### config.mk
export PLATFORM = sky130hd
export DESIGN_NAME = uart_tx_route
export DESIGN_NICKNAME = d
export VERILOG_FILES = /design/src/rtl/uart_tx_route.sv
export SDC_FILE = /design/constraint.sdc
export NUM_CORES = 1
export LEC_CHECK = 0
export CORE_UTILIZATION = 50
export DETAILED_ROUTE_END_ITERATION = 10
export PLACE_DENSITY_LB_ADDON = 0.3
export SYNTH_ARGS = -nofsm -noshare
export SYNTH_HDL_FRONTEND = slang
export SYNTH_SLANG_ARGS = --single-unit
### constraint.sdc
create_clock -name clk -period 2.2 [get_ports clk]
set_clock_uncertainty 0.2 [all_clocks]
set_input_delay 0.66 -clock clk [delete_from_list [all_inputs] [get_ports clk]]
set_output_delay 0.66 -clock clk [all_outputs]
set_load 0.01 [all_outputs]
### src/rtl/uart_tx_route.sv
module uart_tx_route #(
  parameter int TICKS_PER_BIT = 16
) (
  input  logic       clk,
  input  logic       rst_n,
  input  logic       baud_tick,
  input  logic       wr_valid,
  input  logic [8:0] wr_data,
  input  logic       cfg_nine,
  input  logic       cfg_par_en,
  input  logic       cfg_par_odd,
  input  logic       cfg_loop,
  input  logic       cfg_rx_src,
  input  logic       rxd_pin,
  input  logic       txd_pin_in,
  output logic       txd_out,
  output logic       txd_oe,
  output logic       rx_line,
  output logic       tx_ready
);

  localparam int CW = (TICKS_PER_BIT > 1) ? $clog2(TICKS_PER_BIT) : 1;
  localparam logic [CW-1:0] TMAX = CW'(TICKS_PER_BIT - 1);

  logic          busy;
  logic          nine_q;
  logic [10:0]   shreg;
  logic [CW-1:0] tcnt;
  logic [3:0]    bcnt;

  wire accept   = wr_valid & ~busy;
  wire bit_done = busy & baud_tick & (tcnt == TMAX);
  wire last_bit = (bcnt == (nine_q ? 4'd10 : 4'd9));

  wire msb8 = cfg_par_en ? (^wr_data[6:0] ^ cfg_par_odd) : wr_data[7];
  wire msb9 = cfg_par_en ? (^wr_data[7:0] ^ cfg_par_odd) : wr_data[8];

  logic [10:0] load;
  assign load = cfg_nine ? {1'b1, msb9, wr_data[7:0], 1'b0}
                         : {2'b11, msb8, wr_data[6:0], 1'b0};

  always_ff @(posedge clk or negedge rst_n) begin
    if (!rst_n) begin
      busy   <= 1'b0;
      nine_q <= 1'b0;
      shreg  <= '1;
      tcnt   <= '0;
      bcnt   <= '0;
    end else if (accept) begin
      busy   <= 1'b1;
      nine_q <= cfg_nine;
      shreg  <= load;
      tcnt   <= '0;
      bcnt   <= '0;
    end else if (busy && baud_tick) begin
      if (tcnt == TMAX) begin
        tcnt <= '0;
        if (last_bit) begin
          busy  <= 1'b0;
          shreg <= '1;
        end else begin
          shreg <= {1'b1, shreg[10:1]};
          bcnt  <= bcnt + 4'd1;
        end
      end else begin
        tcnt <= tcnt + CW'(1);
      end
    end
  end

  wire line = busy ? shreg[0] : 1'b1;
  wire internal_loop = cfg_loop & ~cfg_rx_src;
  wire single_wire   = cfg_loop & cfg_rx_src;

  assign tx_ready = ~busy;
  assign txd_out  = internal_loop ? 1'b1 : line;
  assign txd_oe   = single_wire ? busy : 1'b1;
  assign rx_line  = !cfg_loop ? rxd_pin : (single_wire ? txd_pin_in : line);

  assert_start_after_accept_R6: assert property (@(posedge clk) disable iff (!rst_n)
    (wr_valid && tx_ready) |=> (!tx_ready && !line));

  assert_idle_line_high_R6: assert property (@(posedge clk) disable iff (!rst_n)
    tx_ready |-> (line && txd_out));

  assert_bit_held_between_ticks_R5: assert property (@(posedge clk) disable iff (!rst_n)
    (!tx_ready && !bit_done) |=> $stable(line));

  assert_busy_write_ignored_R7: assert property (@(posedge clk) disable iff (!rst_n)
    (!tx_ready && wr_valid && !bit_done) |=> ($stable(shreg) && !tx_ready));

  assert_loop_pin_idle_R9: assert property (@(posedge clk) disable iff (!rst_n)
    (cfg_loop && !cfg_rx_src) |-> (txd_out && txd_oe));

  assert_single_wire_release_R10: assert property (@(posedge clk) disable iff (!rst_n)
    (cfg_loop && cfg_rx_src) |-> (txd_oe == !tx_ready));

endmodule

# After elaboration in Yosys (flattened, before gate mapping)
# Index checks and enable logic that the tools add are counted.
[word_totals]
regBits = 21
output_inout_bits = 4
[classes]
n_reduce_logical = 9
n_addsub = 2
mux = 24
bitwise_logic = 7
eq_ne = 3
[op_table]
columns = ["operator", "n"]
rows = [
  ["11-bit 2-to-1 mux", 3],
  ["4-bit 2-to-1 mux", 7],
  ["10-bit 2-to-1 mux", 2],
  ["1-bit 2-to-1 mux", 11],
  ["4-bit by 1-bit adder with 4-bit output (second input constant)", 2],
  ["8-bit parity", 1],
  ["7-bit parity", 1],
  ["3-bit AND reduction", 2],
  ["2-bit nonzero test", 3],
  ["4-bit == test", 1],
  ["4-bit == test (second input constant)", 1],
  ["1-bit AND", 3],
  ["2-bit 2-to-1 mux", 1],
  ["2-bit != test (second input constant)", 1],
  ["1-bit NOT", 2],
  ["2-bit AND reduction", 1],
  ["1-bit bitwise XOR", 2],
  ["1-bit logical AND", 1],
]

# Logic depth before layout (Yosys ltp)
[depth]
word_depth = 6
depth_mapped = 7

# Least setup slack after synthesis
# Ideal clock, no wire load.
[synth_timing]
path_type = "input to output"
from = "input port txd_pin_in"
to = "output port rx_line"
path_slack_ns = 0.299
required_time_ns = 1.340
path_buffers = 0
arrival_time_ns = 1.041
stages = 3
cell_sequence = "nand2_1 -> o21ai_0 -> mux2_2"
[synth_via]
elab_chain_cells = 2
[synth_lines]
columns = ["element", "line", "rtl"]
rows = [
  ["start, declared", "15", "input logic txd_pin_in,"],
  ["1-bit 2-to-1 mux (2 in a row)", "78", "assign rx_line = !cfg_loop ? rxd_pin : (single_wire ? txd_pin_in : line);"],
  ["end, declared", "18", "output logic rx_line,"],
]
# Every way passes these cells.

# Worst setup path after layout
[layout_timing]
from = "register busy"
to = "output port txd_oe"
[layout_via]
elab_chain_cells = 1
[layout_lines]
columns = ["element", "line", "rtl"]
rows = [
  ["start, declared", "25", "logic busy;"],
  ["start signal, assigned", "44", "busy <= 1'b0;"],
  ["start signal, assigned", "50", "busy <= 1'b1;"],
  ["start signal, assigned", "59", "busy <= 1'b0;"],
  ["1-bit 2-to-1 mux", "77", "assign txd_oe = single_wire ? busy : 1'b1;"],
  ["end, declared", "17", "output logic txd_oe,"],
]
# Every way passes these cells.

==> reports/results.ini <==
[status]
outcome = finished, final reports clean

[yosys]
seq_area_frac_synth_pct = 44.1
yosys-top-cells-count = o21ai_0, nand2_1, dfrtp_1, dfstp_2, xnor2_1
synth.net_count = 150
synth_area_leaders = dfstp_2, dfrtp_1, o21ai_0, xnor2_1, nand2_1
synth_edf_count = 0
synth_area_leader_cell = dfstp_2
yosysMostFrequentCell = o21ai_0
synthFlopType = dfstp_2
async_reset_ff_share_pct = 100
synth_top_area_share_pct = 22.6
synth-seq-cells = 20
syn-instance-count = 128
ys.warnings.count = 0
synth_cell_types = 34
synth_area_sq_um = 1160
synth_area_per_cell_sq_um = 9.08

[global_route]
grt_use_met3_pct = 3.94
gr-total-overflow = 0
grt_first_pass_wirelength_um = 4750
grt_busiest_layer = met2
grtUsageTotal_pct = 25.6
grt_pass1_vias = 1115
grt_max_degree = 21
antenna_found_initial = 0
grt_use_met1_pct = 28.2
globalRouteMet2Util_pct = 45.1

[detailed_routing]
drt_first_pass_iters = 4
viasPerCell = 5.61
avgRoutedWirePerCell_um = 14.8
drtIter0Drc = 20
num_vias = 1089
drc = 0
drtAntennaViolNets = 0
routed_wl_um = 2870

[critical_path]
cp-end-kind = primary output
crit_required_ns = 1.34
critPathKind = reg2out
worstPathMaxFanout = 5
critPathArrivalTime_ns = 1.30
cp-start-kind = flip-flop

[clock_tree]
numCtsBuffers = 3
clockRootBuffer = clkbuf_4
cts_hold_buf = 0
clk_path_buf_depth = 2
cts.sinks = 20
cts_tree = yes
clk_pin_slew_ns = 0.11
htreeDepth = 1
clock_latency_ns = 0.30

[hold_path]
hold_class = reg2reg

[sta]
drv_slew = 0
relSlewSlack_pct = 75.8
finalHoldViolCount = 0
tightest_slew_ns = 0.361
fmax_mhz = 463
min_period_over_period_pct = 98.2
period_minus_slack_ns = 2.16
finalSetupViolCount = 0

[layout]
nets = 189
fin_area_sq_um = 1550
num_antenna_cells = 0
drive_gt1_share_pct = 28.9
fill_cells = 173
syn2layout_area_growth_pct = 33.4

[die]
num_rows = 17
core-area_sq_um = 2190
start_util_pct = 53.1
pin_count = 24
die_w_um = 50.2
die_h_um = 50.2
dieArea_sq_um = 2520

[placed_design]
portBuffers = 23
postPlaceCellArea_sq_um = 1500
hpwl_um = 2090
gp_congestion = 0.759

[pwr]
vdd_drop_max_mv = 0.664
power_w = 0.00134
p_leak_nw = 0.632
p_per_area_nw_per_um2 = 862

[run]
drv_cap = 0

## area by class of cell
type | count | area [sq um] | area share [%]
well taps | 28 | 35.0 | 2.26
repair buffers | 39 | 328 | 21.1
clock buffers | 4 | 36.3 | 2.34
multi-input cells | 99 | 623 | 40.2
inverters | 4 | 15.0 | 0.969
flip-flops and latches | 20 | 513 | 33.1
## worst max-delay path, cell delays in order, from the launching register on
cell and delay, ns:
dfrtp_1 0.41, inv_2 0.09, buf_4 0.13, nand3_1 0.07, dlygate4sd2_1 0.29
## kinds of logic (layout without fill, tap and decap cells)
family	Yosys count	in the layout	share of synthesized area, %
xor gates and xnor gates	9	9	6.78
adders and majority gates	2	2	2.15
muxes	4	4	3.55
DFF	20	20	44.1
buffers and inverters	9	47	4.20
AOI/OAI and AO/OA	36	36	17.9
and+or+nand+nor	48	48	21.3
## per-stage QoR
step           utilization, %  hold slack (ns)  setup slack [ns]  cells  TNS (ns)
2_1_floorplan               -            0.164             0.299    128         0
3_3_place_gp             68.4            0.265            -0.637    188     -2.73
3_5_place_dp             68.4            0.264            -0.675    188     -3.34
4_1_cts                  69.7            0.282           0.00564    192         0
5_1_grt                  70.8            0.339          -0.00244    194  -0.00307
6_report                 70.8            0.318            0.0405    194         0
## cell usage in the layout, fill, tap and decap left out, types with 2 or more instances in the layout
| master | instances |
|---|---|
| o21ai_0 | 16 |
| buf_4 | 16 |
| nand2_1 | 15 |
| clkdlybuf4s50_1 | 15 |
| dfrtp_1 | 10 |
| dfstp_2 | 10 |
| xnor2_1 | 9 |
| nor3_1 | 7 |
| o21ai_1 | 7 |
| nand3_1 | 6 |
| nor2_1 | 5 |
| a21oi_1 | 4 |
| inv_1 | 3 |
| mux2i_1 | 3 |
| clkbuf_4 | 3 |
| dlygate4sd2_1 | 3 |
| nand2b_1 | 2 |
| and3_1 | 2 |
| nor3_2 | 2 |
| ha_1 | 2 |
| clkbuf_2 | 2 |
| buf_2 | 2 |
## repair_timing
action                                  CTS  global route
endpoints found under the setup margin    4             2
setup buffers                             0             2
pin swaps                                 1             1
resized for setup                        23             8
## power breakdown
group          total, W  switching [W]  internal, W
combinational  0.000419       0.000199     0.000220
sequential     0.000704       0.000127     0.000576
clock          0.000214       0.000113     0.000101
total           0.00134       0.000439     0.000898
## routing by layer
layer,vias to the layer above,routed length [um]
met2,29,1550
met4,0,90
met1,519,1130
met5,-,0
met3,12,103
li1,529,-
## registers in the layout, indices dropped and copies added (netlist names)
signal and cells:
shreg 10, bcnt 4, tcnt 4, busy 1, nine_q 1
## final timing paths
| path | start | end | slack [ns] | depth (start not counted) |
|---|---|---|---|---|
| hold reg to reg | shreg[0] | shreg[0] | 0.32 | 2 |
| hold / removal | shreg[0] | shreg[0] | 0.32 | 2 |
| max in group asynchronous | rst_n | shreg[5] | 1.05 | 2 |
| min in group asynchronous | rst_n | tcnt[0] | 0.48 | 2 |
| setup reg to reg | busy | shreg[9] | 0.27 | 7 |
| setup / recovery | busy | txd_oe | 0.04 | 4 |
(Power assumes the default switching activity.)
